$ cat config.mk
export PLATFORM = sky130hd
export DESIGN_NAME = memwin_filter
export DESIGN_NICKNAME = d
export VERILOG_FILES = /design/src/rtl/memwin_pkg.sv /design/src/rtl/memwin_regs.sv /design/src/rtl/memwin_match.sv /design/src/rtl/memwin_pick.sv /design/src/rtl/memwin_filter.sv
export SDC_FILE = /design/constraint.sdc
export NUM_CORES = 1
export LEC_CHECK = 0
export BUFFER_PORTS_ARGS = -buffer_cell sky130_fd_sc_hd__buf_2
export CORE_MARGIN = 2
export CORE_UTILIZATION = 55
export DETAILED_ROUTE_END_ITERATION = 7
export PLACE_DENSITY = 0.88
export REMOVE_ABC_BUFFERS = 1
export SLEW_MARGIN = 20
export SYNTH_ARGS = -nofsm -noshare
export SYNTH_HDL_FRONTEND = slang
export SYNTH_SLANG_ARGS = --single-unit
$ cat constraint.sdc
create_clock -name clk -period 4.1 [get_ports clk]
set_input_delay 0.615 -clock clk [delete_from_list [all_inputs] [get_ports clk]]
set_output_delay 0.615 -clock clk [all_outputs]
set_load 0.005 [all_outputs]
$ cat src/rtl/memwin_pkg.sv
package memwin_pkg;
   localparam logic [11:0] OFF_ACTION = 12'h004;
   localparam logic [11:0] OFF_STATUS = 12'h010;
   localparam logic [11:0] OFF_CLEAR  = 12'h014;
   localparam logic [11:0] OFF_FLO    = 12'h020;
   localparam logic [11:0] OFF_FHI    = 12'h024;
   localparam logic [11:0] OFF_FCTL   = 12'h028;
   localparam logic [3:0]  WIN_PAGE   = 4'h1;

   // permission nibble: [0] ns write, [1] ns read, [2] s write, [3] s read
   function automatic logic perm_allows(input logic [3:0] perm,
                                        input logic wr, input logic sec);
      logic [1:0] sel;
      sel = {sec, ~wr};
      return perm[sel];
   endfunction
endpackage

$ cat src/rtl/memwin_regs.sv
module memwin_regs
   import memwin_pkg::*;
#(
   parameter int NREG = 4,
   parameter int AW   = 36
) (
   input  logic                      clk,
   input  logic                      rst_n,
   input  logic                      cfg_wr,
   input  logic [11:0]               cfg_addr,
   input  logic [31:0]               cfg_wdata,
   output logic [31:0]               cfg_rdata,
   output logic [NREG-1:0][AW-1:0]   base_o,
   output logic [NREG-1:0][5:0]      code_o,
   output logic [NREG-1:0]           en_o,
   output logic [NREG-1:0][3:0]      perm_o,
   output logic [1:0]                act_o,
   output logic                      pend_o,
   output logic                      ovr_o,
   output logic                      clr_o,
   output logic [AW-1:0]             cap_addr_o,
   input  logic                      fail_ev,
   input  logic [AW-1:0]             fail_addr,
   input  logic                      fail_wr,
   input  logic                      fail_sec
);
   localparam int HIW = AW - 32;

   logic [NREG-1:0][AW-1:0] base_q;
   logic [NREG-1:0][31:0]   attr_q;
   logic [1:0]              act_q;
   logic                    pend_q, ovr_q, cap_wr_q, cap_sec_q;
   logic [AW-1:0]           cap_q;

   logic       win_sel;
   logic [3:0] ridx;
   logic [1:0] rsub;
   logic       clr, pend_left;

   assign ridx      = cfg_addr[7:4];
   assign rsub      = cfg_addr[3:2];
   assign win_sel   = (cfg_addr[11:8] == WIN_PAGE) && (int'(ridx) < NREG)
                      && (cfg_addr[1:0] == 2'b00);
   assign clr       = cfg_wr && (cfg_addr == OFF_CLEAR) && cfg_wdata[0];
   assign pend_left = pend_q && !clr;

   always_ff @(posedge clk or negedge rst_n) begin
      if (!rst_n) begin
         base_q    <= '0;
         attr_q    <= '0;
         act_q     <= '0;
         pend_q    <= 1'b0;
         ovr_q     <= 1'b0;
         cap_q     <= '0;
         cap_wr_q  <= 1'b0;
         cap_sec_q <= 1'b0;
      end else begin
         for (int i = 0; i < NREG; i++) begin
            if (cfg_wr && win_sel && (ridx == 4'(i))) begin
               case (rsub)
                  2'd0:    base_q[i][31:0]   <= cfg_wdata;
                  2'd1:    base_q[i][AW-1:32] <= cfg_wdata[HIW-1:0];
                  2'd2:    attr_q[i]         <= cfg_wdata;
                  default: ;
               endcase
            end
         end
         if (cfg_wr && (cfg_addr == OFF_ACTION))
            act_q <= cfg_wdata[1:0];
         pend_q <= pend_left || fail_ev;
         ovr_q  <= (ovr_q && !clr) || (fail_ev && pend_left);
         if (fail_ev && !pend_left) begin
            cap_q     <= fail_addr;
            cap_wr_q  <= fail_wr;
            cap_sec_q <= fail_sec;
         end
      end
   end

   always_comb begin
      cfg_rdata = '0;
      if (win_sel) begin
         for (int i = 0; i < NREG; i++) begin
            if (ridx == 4'(i)) begin
               case (rsub)
                  2'd0:    cfg_rdata = base_q[i][31:0];
                  2'd1:    cfg_rdata = 32'(base_q[i][AW-1:32]);
                  2'd2:    cfg_rdata = attr_q[i];
                  default: cfg_rdata = '0;
               endcase
            end
         end
      end else begin
         case (cfg_addr)
            OFF_ACTION: cfg_rdata = {30'd0, act_q};
            OFF_STATUS: cfg_rdata = {30'd0, ovr_q, pend_q};
            OFF_FLO:    cfg_rdata = cap_q[31:0];
            OFF_FHI:    cfg_rdata = 32'(cap_q[AW-1:32]);
            OFF_FCTL:   cfg_rdata = {30'd0, cap_sec_q, cap_wr_q};
            default:    cfg_rdata = '0;
         endcase
      end
   end

   always_comb begin
      for (int i = 0; i < NREG; i++) begin
         code_o[i] = attr_q[i][6:1];
         en_o[i]   = attr_q[i][0];
         perm_o[i] = attr_q[i][31:28];
      end
   end

   assign base_o     = base_q;
   assign act_o      = act_q;
   assign pend_o     = pend_q;
   assign ovr_o      = ovr_q;
   assign clr_o      = clr;
   assign cap_addr_o = cap_q;
endmodule

$ cat src/rtl/memwin_match.sv
module memwin_match #(
   parameter int AW    = 36,
   parameter bit IS_BG = 1'b0
) (
   input  logic [AW-1:0] addr,
   input  logic [AW-1:0] base,
   input  logic [5:0]    code,
   input  logic          en,
   output logic          hit
);
   logic [AW-1:0] keep;
   logic          same;

   always_comb begin
      for (int b = 0; b < AW; b++)
         keep[b] = (b > int'(code));
   end

   assign same = (((addr ^ base) & keep) == '0);
   assign hit  = IS_BG | (en & same);
endmodule

$ cat src/rtl/memwin_pick.sv
module memwin_pick
   import memwin_pkg::*;
#(
   parameter int NREG = 4
) (
   input  logic [NREG-1:0]      hits,
   input  logic [NREG-1:0][3:0] perms,
   input  logic                 wr,
   input  logic                 sec,
   output logic                 allow
);
   logic [3:0] chosen;

   always_comb begin
      chosen = 4'd0;
      for (int i = 0; i < NREG; i++)
         if (hits[i]) chosen = perms[i];
   end

   assign allow = perm_allows(chosen, wr, sec);
endmodule

$ cat src/rtl/memwin_filter.sv
module memwin_filter
   import memwin_pkg::*;
#(
   parameter int NREG = 4,
   parameter int AW   = 36,
   parameter int DW   = 32
) (
   input  logic          clk,
   input  logic          rst_n,
   input  logic          cfg_wr,
   input  logic [11:0]   cfg_addr,
   input  logic [31:0]   cfg_wdata,
   output logic [31:0]   cfg_rdata,
   input  logic          req_valid,
   input  logic          req_write,
   input  logic          req_secure,
   input  logic [AW-1:0] req_addr,
   input  logic [DW-1:0] req_wdata,
   output logic          mem_valid,
   output logic          mem_write,
   output logic [AW-1:0] mem_addr,
   output logic [DW-1:0] mem_wdata,
   input  logic [DW-1:0] mem_rdata,
   output logic          rsp_valid,
   output logic          rsp_err,
   output logic [DW-1:0] rsp_rdata,
   output logic          irq
);
   generate
      if (NREG < 1 || NREG > 16) begin : g_bad_nreg
         $error("NREG must lie in 1..16");
      end
      if (AW < 33 || AW > 64) begin : g_bad_aw
         $error("AW must lie in 33..64");
      end
      if (DW < 1) begin : g_bad_dw
         $error("DW must be positive");
      end
   endgenerate

   logic [NREG-1:0][AW-1:0] base_w;
   logic [NREG-1:0][5:0]    code_w;
   logic [NREG-1:0]         en_w;
   logic [NREG-1:0][3:0]    perm_w;
   logic [NREG-1:0]         hit_w;
   logic [1:0]              act_q;
   logic                    pend_q, ovr_q, clr_ev, allow, fail_ev;
   logic [AW-1:0]           cap_addr;

   assign fail_ev = req_valid && !allow;

   memwin_regs #(.NREG(NREG), .AW(AW)) u_regs (
      .clk(clk), .rst_n(rst_n),
      .cfg_wr(cfg_wr), .cfg_addr(cfg_addr), .cfg_wdata(cfg_wdata),
      .cfg_rdata(cfg_rdata),
      .base_o(base_w), .code_o(code_w), .en_o(en_w), .perm_o(perm_w),
      .act_o(act_q), .pend_o(pend_q), .ovr_o(ovr_q), .clr_o(clr_ev),
      .cap_addr_o(cap_addr),
      .fail_ev(fail_ev), .fail_addr(req_addr),
      .fail_wr(req_write), .fail_sec(req_secure)
   );

   generate
      for (genvar g = 0; g < NREG; g++) begin : g_win
         memwin_match #(.AW(AW), .IS_BG(g == 0)) u_match (
            .addr(req_addr), .base(base_w[g]), .code(code_w[g]),
            .en(en_w[g]), .hit(hit_w[g])
         );
      end
   endgenerate

   memwin_pick #(.NREG(NREG)) u_pick (
      .hits(hit_w), .perms(perm_w), .wr(req_write), .sec(req_secure),
      .allow(allow)
   );

   assign mem_valid = req_valid && allow;
   assign mem_write = req_write;
   assign mem_addr  = req_addr;
   assign mem_wdata = req_wdata;

   always_ff @(posedge clk or negedge rst_n) begin
      if (!rst_n) begin
         rsp_valid <= 1'b0;
         rsp_err   <= 1'b0;
         rsp_rdata <= '0;
      end else begin
         rsp_valid <= req_valid;
         rsp_err   <= fail_ev && act_q[0];
         rsp_rdata <= (mem_valid && !req_write) ? mem_rdata : '0;
      end
   end

   assign irq = pend_q && act_q[1];
endmodule

==> summary.txt, run 1 <==
Status
  – Outcome: complete, no violations

STA
  – Part of the cycle the worst path needs: 0.9766
  – Setup TNS Final: 0 ns
  – Worst-margin pin slew: 0.9370 ns
  – Worst relative slew slack: 0.3746
  – WHS: roughly 0.11 ns
  – Slew Viols, Final: 0
  – Period minus WS final: 4.004 ns
  – Max Fclk: 249.7 MHz
  – Final setup vio count: 0
  – Final hold violation count: 0
  – Clock Skew: around 0.023 ns

Worst setup path
  – Worst Path Max Fanout: 7
  – WP data required: 3.48 ns
  – Length in cells of the worst reg-to-reg path: 15
  – Data arrival, critical path: 3.39 ns
  – Reg-to-Reg Start: u_regs.code_o[7]$_DFFE_PN0P_
  – Crit path launch type: register
  – Worst setup EP type: primary output
  – Setup CP Type: reg2out
  – Critical Path Start: u_regs.code_o[7]$_DFFE_PN0P_

Synthesis
  – YS warnings: 0
  – Cells after Synth: 1556
  – #FFs+latches synth: approximately 350
  – Seq/Total Area, Yosys: 0.4804
  – Netlist area before placement: 0.01813 mm2
  – FFs w/ async S/R, synth: 1.000
  – Avg Cell Area, Syn: 11.65 um2
  – Yosys cell types: 68
  – Post-synth EDFFs: 0
  – Synth Flop Type: dfrtp_1

Pwr
  – Overall Power: 7.654 mW
  – Static Leak: roughly 10 nW
  – Max rail drop VDD: 358.6 uV
  – Total power per unit cell area: approximately 360 mW/mm2

Route
  – DRC errors left: 0
  – DR WL/cell: 26.55 um
  – Total number of vias: 14590
  – Drt first pass iters: 6
  – Post-route ant nets: 0
  – Vias per std cell: ~6.7
  – Initial DRC count: 1721
  – Final wirelength: 57.78 mm

Floorplanning
  – Horiz. Die Dim: 185.6 um
  – Die ar.: 0.03443 mm2
  – Core area: between 0.03 and 0.04 mm2
  – I/O pin cnt: 287
  – Die Y: between 150 and 200 um
  – Starting Density: 0.5572
  – FP Rows: 66

Flow run
  – Max-cap viol count: 0

CTS
  – Htree depth: 2
  – Hold-fix buffers at CTS: 0
  – CTS root buffer: clkbuf_16
  – Clk slew on worst S/H paths: 0.07 ns
  – Max clock buf depth: 3
  – Worst-skew pair later-pin latency: 0.53 ns
  – Cts bufs inserted: 38
  – CTS tree: built
  – Sink Count: between 300 and 400

Final layout
  – Post-route core utilization: 0.6456
  – Reg area: 0.008720 mm2
  – Multi-input gate area: 0.008519 mm2
  – Layout cells sized above 1: 0.3999
  – FILL cells: approximately 2400
  – Nets: 1856
  – Area delta synth->final: 15.86%

Global route
  – Vias in the first global route: 14780
  – All-Layer GR Usage: 0.3344
  – First-pass GRT wire length: 87.36 mm
  – Pin count of the biggest net entering global routing: 105
  – Initial antenna violation count: 2
  – Global route total overflow: 0

Placement
  – RD Place Congestion: 1.041
  – HPWL after DPL: 38.30 mm
  – Port bufs: roughly 220

Worst hold path
  – Worst min path class: in2async
[cells by family after synthesis]
group,count (synthesis),share of synthesized area
flops,348,0.4804
compound gates,352,0.1422
xor+xnor,105,0.05073
buf+inv,199,0.05825
simple gates,222,0.06453
mux,330,0.2039
[final timing paths]
check / endpoint / slack [ns]
min in group clk: rsp_valid$_DFF_PN0_ / 0.25
min: u_regs.base_o[30]$_DFFE_PN0P_ / 0.11
max in group asynchronous: u_regs.base_o[2]$_DFFE_PN0P_ / 2.77
max reg2reg: u_regs.cap_addr_o[34]$_DFFE_PN0P_ / 0.31
min reg2reg: u_regs.cap_addr_o[27]$_DFFE_PN0P_ / 0.49
max: mem_valid / 0.1
[cells in the final DEF (no fill, tap or decap), types with 41 or more instances in the layout]
master     count
xnor2_1       60
dfrtp_1      339
xor2_1        45
nand2_1       66
o21ai_0       48
buf_2        221
clkbuf_16     41
a21oi_1       56
a22oi_1       65
mux2_2       284
buf_4         66
and3_1        42
[flip-flops by register name (all words and copies together) (netlist names)]
register and count:
u_regs.base_o 144, u_regs.attr_q 84, u_regs.cap_addr_o 36, rsp_rdata 32
u_regs.code_o 24, u_regs.perm_o 16, u_regs.en_o 4, u_regs.act_o 2
rsp_err 1, rsp_valid 1, u_regs.cap_sec_q 1, u_regs.cap_wr_q 1
u_regs.ovr_o 1, u_regs.pend_o 1
[power by group]
part	total (mW)	switching, mW	internal [mW]
Sequential	3.54	0.0406	3.50
Combinational	0.538	0.355	0.183
Clock	3.57	1.39	2.18
[critical path: stages (launching register included)]
cell and delay (ns):
dfrtp_2 0.46, buf_4 0.18, nand4b_1 0.10, a22o_1 0.23, o31ai_2 0.26, o41ai_2 0.16
nor4_4 0.22, buf_4 0.20, mux2_2 0.35, o2111ai_2 0.24, nand4_1 0.14, and3_1 0.18
buf_2 0.13
[area by class of cell]
type / count / area share
timing repair buffer: 302 / 0.08947
clock buffer: 55 / 0.05421
tap: 442 / 0.02633
multi-input combinational: 1009 / 0.4056
sequential: 348 / 0.4151
inverter: 7 / 0.001251
antenna: 1 / 0.0001191
clock inverter: 12 / 0.007863
[routing by layer]
metal,GRT usage,share of wire
met1,0.4451,0.38
met2,0.5252,0.47
met3,0.07357,0.11
met4,0.1528,0.048
met5,0.008889,0.00012
[synth_stat cells, types with 7 or more instances]
library cell | number | share of area
a21oi_1 | 56 | 0.015
a221o_1 | 30 | 0.017
a221oi_1 | 11 | 0.0053
a222oi_1 | 23 | 0.013
a22oi_1 | 65 | 0.027
a32o_1 | 18 | 0.0099
and3_1 | 42 | 0.014
buf_2 | 18 | 0.0050
buf_4 | 70 | 0.029
clkbuf_1 | 94 | 0.019
dfrtp_1 | 348 | 0.48
inv_1 | 7 | 0.0014
mux2_1 | 30 | 0.019
mux2_2 | 284 | 0.18
mux2i_1 | 16 | 0.0088
nand2_1 | 67 | 0.014
nand3_1 | 13 | 0.0036
nand4_1 | 8 | 0.0028
nand4b_1 | 9 | 0.0043
nor2_1 | 31 | 0.0064
nor2b_1 | 7 | 0.0024
nor3_1 | 13 | 0.0036
o21ai_0 | 51 | 0.014
o22ai_1 | 32 | 0.011
o31ai_1 | 14 | 0.0058
xnor2_1 | 60 | 0.029
xor2_1 | 45 | 0.022
[stage by stage]
stage | setup slack, ns | area, um2 | cells
after CTS | 0.01850 | 20900 | 2171
after floorplan | -1.737 | 17100 | 1364
after global routing | -0.01081 | 21000 | 2176
final | 0.09583 | 21000 | 2176
after global placement | 0.1655 | 19460 | 2093
after detailed placement | 0.1418 | 19460 | 2093
[timing repair]
item | 4_1_cts | 5_1_grt
setup endpoints to repair | 1 | 1
setup buffers | 11 | 4
pin swaps | 6 | 5
cloned | 0 | 0
gates resized for setup | 18 | 16
Note: power is estimated with default switching activity, not from simulation.
==> run 2: changes to the inputs <==
--- a/config.mk
+++ b/config.mk
@@ -9,9 +9,10 @@
 export CORE_MARGIN = 2
 export CORE_UTILIZATION = 55
 export DETAILED_ROUTE_END_ITERATION = 7
-export PLACE_DENSITY = 0.88
+export PLACE_DENSITY = 0.87
 export REMOVE_ABC_BUFFERS = 1
 export SLEW_MARGIN = 20
 export SYNTH_ARGS = -nofsm -noshare
 export SYNTH_HDL_FRONTEND = slang
+export SYNTH_HIERARCHICAL = 1
 export SYNTH_SLANG_ARGS = --single-unit
==> run 2 against run 1 <==
  * The run now ends with negative setup slack left
  * First-iteration DRC count decreased by 18%
  * Design area increased by 4.0%
  * Highest routed layer is now met4
  * Total power about the same
  * Maximum frequency decreased by 3.9%
==> summary.txt, run 2 <==
Pwr
  – Static Leak: 10.56 nW
  – Flop pwr share: 0.463
  – Comb power frac: 0.079
  – Switching power: 1.829 mW
  – Internal power: around 5.8 mW
  – Net Sw Frac: 0.2391
  – Clk pwr share: 0.458
  – Max rail drop VDD: 347.7 uV
  – Total power per unit cell area: 350.3 mW/mm2

Final layout
  – Nets: 1909
  – Final non-filler cell total: 2245
  – Area delta synth->final: 13.28%
  – Max FFs per register: 144
  – Most common cell after layout, fill and taps aside: dfrtp_1
  – Multi-input gate area: 0.009269 mm2
  – Commonest cells after routing, fill and taps aside: 333 x dfrtp_1, 309 x mux2_2, 220 x buf_2
  – Layout cells sized above 1: 0.4298
  – FILL cells: 2601
  – Reg area: 0.008727 mm2

STA
  – RSZ-0062 raised after global routing: true
  – Worst relative slew slack: 0.3518
  – Setup TNS Final: -0.06654 ns
  – Final setup vio count: 1
  – Final setup margin: -0.06654 ns
  – Period minus WS final: 4.167 ns
  – Max Fclk: 240.0 MHz
  – Part of the cycle the worst path needs: 1.016
  – WHS: 0.1391 ns
  – Final hold violation count: 0
  – Slew Viols, Final: 0
  – Clock Skew: 0.01146 ns
  – Worst-margin pin slew: about 0.96 ns

CTS
  – Clk slew on worst S/H paths: 0.06 ns
  – Max clock buf depth: 3
  – Cts bufs inserted: 39
  – CTS root buffer: clkbuf_16
  – Sink Count: 348
  – Worst-skew pair later-pin latency: 0.54 ns
  – Htree depth: 2
  – Hold-fix buffers at CTS: 0
  – CTS tree: built

Status
  – Failing checks: negative setup slack
  – Outcome: finished with violations

Global route
  – All-Layer GR Usage: 0.3151
  – Vias in the first global route: 14990
  – Pin count of the biggest net entering global routing: between 100 and 150
  – First-pass GRT wire length: 87.83 mm
  – Global route total overflow: 0
  – Initial antenna violation count: 1

Worst hold path
  – Worst min path class: in2async

Floorplanning
  – Horiz. Die Dim: 191.2 um
  – Die Y: about 190 um
  – Starting Density: 0.5582
  – I/O pin cnt: 287
  – Die ar.: around 0.037 mm2
  – FP Rows: 68
  – Core area: 0.03454 mm2

Synthesis
  – Avg Cell Area, Syn: 11.87 um2
  – Cells after Synth: between 1500 and 2000
  – Netlist area before placement: 0.01928 mm2
  – YS warnings: 6

Worst setup path
  – Reg-to-Reg Start: u_regs/code_o[18]$_DFFE_PN0P_
  – Worst setup EP type: primary output
  – Setup CP Type: reg2out
  – Data arrival, critical path: ~3.6 ns
  – Slowest-stage cell, CP: dfrtp_2
  – Length in cells of the worst reg-to-reg path: 16
  – Worst Path Max Fanout: 7
  – Critical-path cell list: buf_4 > and4b_1 > o211ai_1 > o31a_1 > a21oi_2 > a31o_1 > and3_4 > nand2b_4 > o221a_1 > a221oi_4 > a31oi_4 > buf_8 > and2_4 > buf_6
  – Max incr delay on CP: 0.47 ns
  – Crit path buf inv count: 3
  – R2r endpoint: u_regs/cap_addr_o[21]$_DFFE_PN0P_
  – Cell family with most CP delay: compound AO/OA/AOI/OAI gates
  – Crit path launch type: register
  – WP data required: 3.48 ns
  – Flop-to-flop setup slack: about 0.17 ns

Route
  – DR WL/cell: approximately 26 um
  – Post-route ant nets: 0
  – Final wirelength: 57.68 mm
  – Total number of vias: 14480
  – Drt first pass iters: 5
  – Initial DRC count: 1405
  – DRC errors left: 0
  – Vias per std cell: 6.449

Placement
  – HPWL after DPL: 38.36 mm
  – Port bufs: around 220
  – RD Place Congestion: 0.9372
  – Placed Cells: approximately 2100

Flow run
  – Max-cap viol count: 0
## run 2: final cells by class
cell class,instances,area share
inverter,8,0.001489
clock buffer,60,0.05345
multi-input combinational,1048,0.4244
antenna,1,0.0001146
clock inverter,11,0.005156
timing repair buffer,314,0.08982
tap,455,0.02606
sequential,348,0.3996
## run 2: repair_timing
action,4_1_cts,5_1_grt
cloned,1,0
buffers inserted,20,8
pin swaps,9,9
setup endpoints to repair,1,39
resized for setup,30,14
## run 2: power by group through the flow
stage / clock network, mW / registers (mW) / logic (mW)
global route: 3.67 / 3.55 / 0.654
detailed placement: 0 / 3.60 / 0.587
finish: 3.50 / 3.54 / 0.607
global placement: 0 / 3.60 / 0.570
floorplan: 0 / 3.59 / 0.216
CTS: 3.54 / 3.54 / 0.597
## run 2: worst max path at each step
stage | startpoint | end | depth (start not counted)
floorplan | u_regs/code_o[20]$_DFFE_PN0P_ | u_regs/cap_addr_o[0]$_DFFE_PN0P_ | 13
global placement | req_addr[20] | mem_valid | 13
detailed placement | req_addr[20] | u_regs/cap_addr_o[21]$_DFFE_PN0P_ | 14
CTS | u_regs/code_o[23]$_DFFE_PN0P_ | mem_valid | 13
global route | u_regs/code_o[7]$_DFFE_PN0P_ | mem_valid | 12
finish | u_regs/code_o[18]$_DFFE_PN0P_ | mem_valid | 14
## run 2: through the flow
stage	util	power [mW]	setup slack [ns]	area, um2
floorplan	-	3.810	-1.257	17880
global placement	0.5853	4.169	0.08448	20220
detailed placement	0.5853	4.191	-0.003685	20220
CTS	0.6291	7.683	0.01085	21730
global route	0.6322	7.873	-0.1311	21840
finish	0.6323	7.651	-0.06654	21840
## run 2: layer usage
metal / track usage / vias up / routed length [um]
li1: - / 6120 / -
met1: 0.4206 / 7301 / 23060
met2: 0.4969 / 872 / 26490
met3: 0.07215 / 184 / 5783
met4: 0.1287 / 0 / 2346
met5: 0.008242 / - / 0
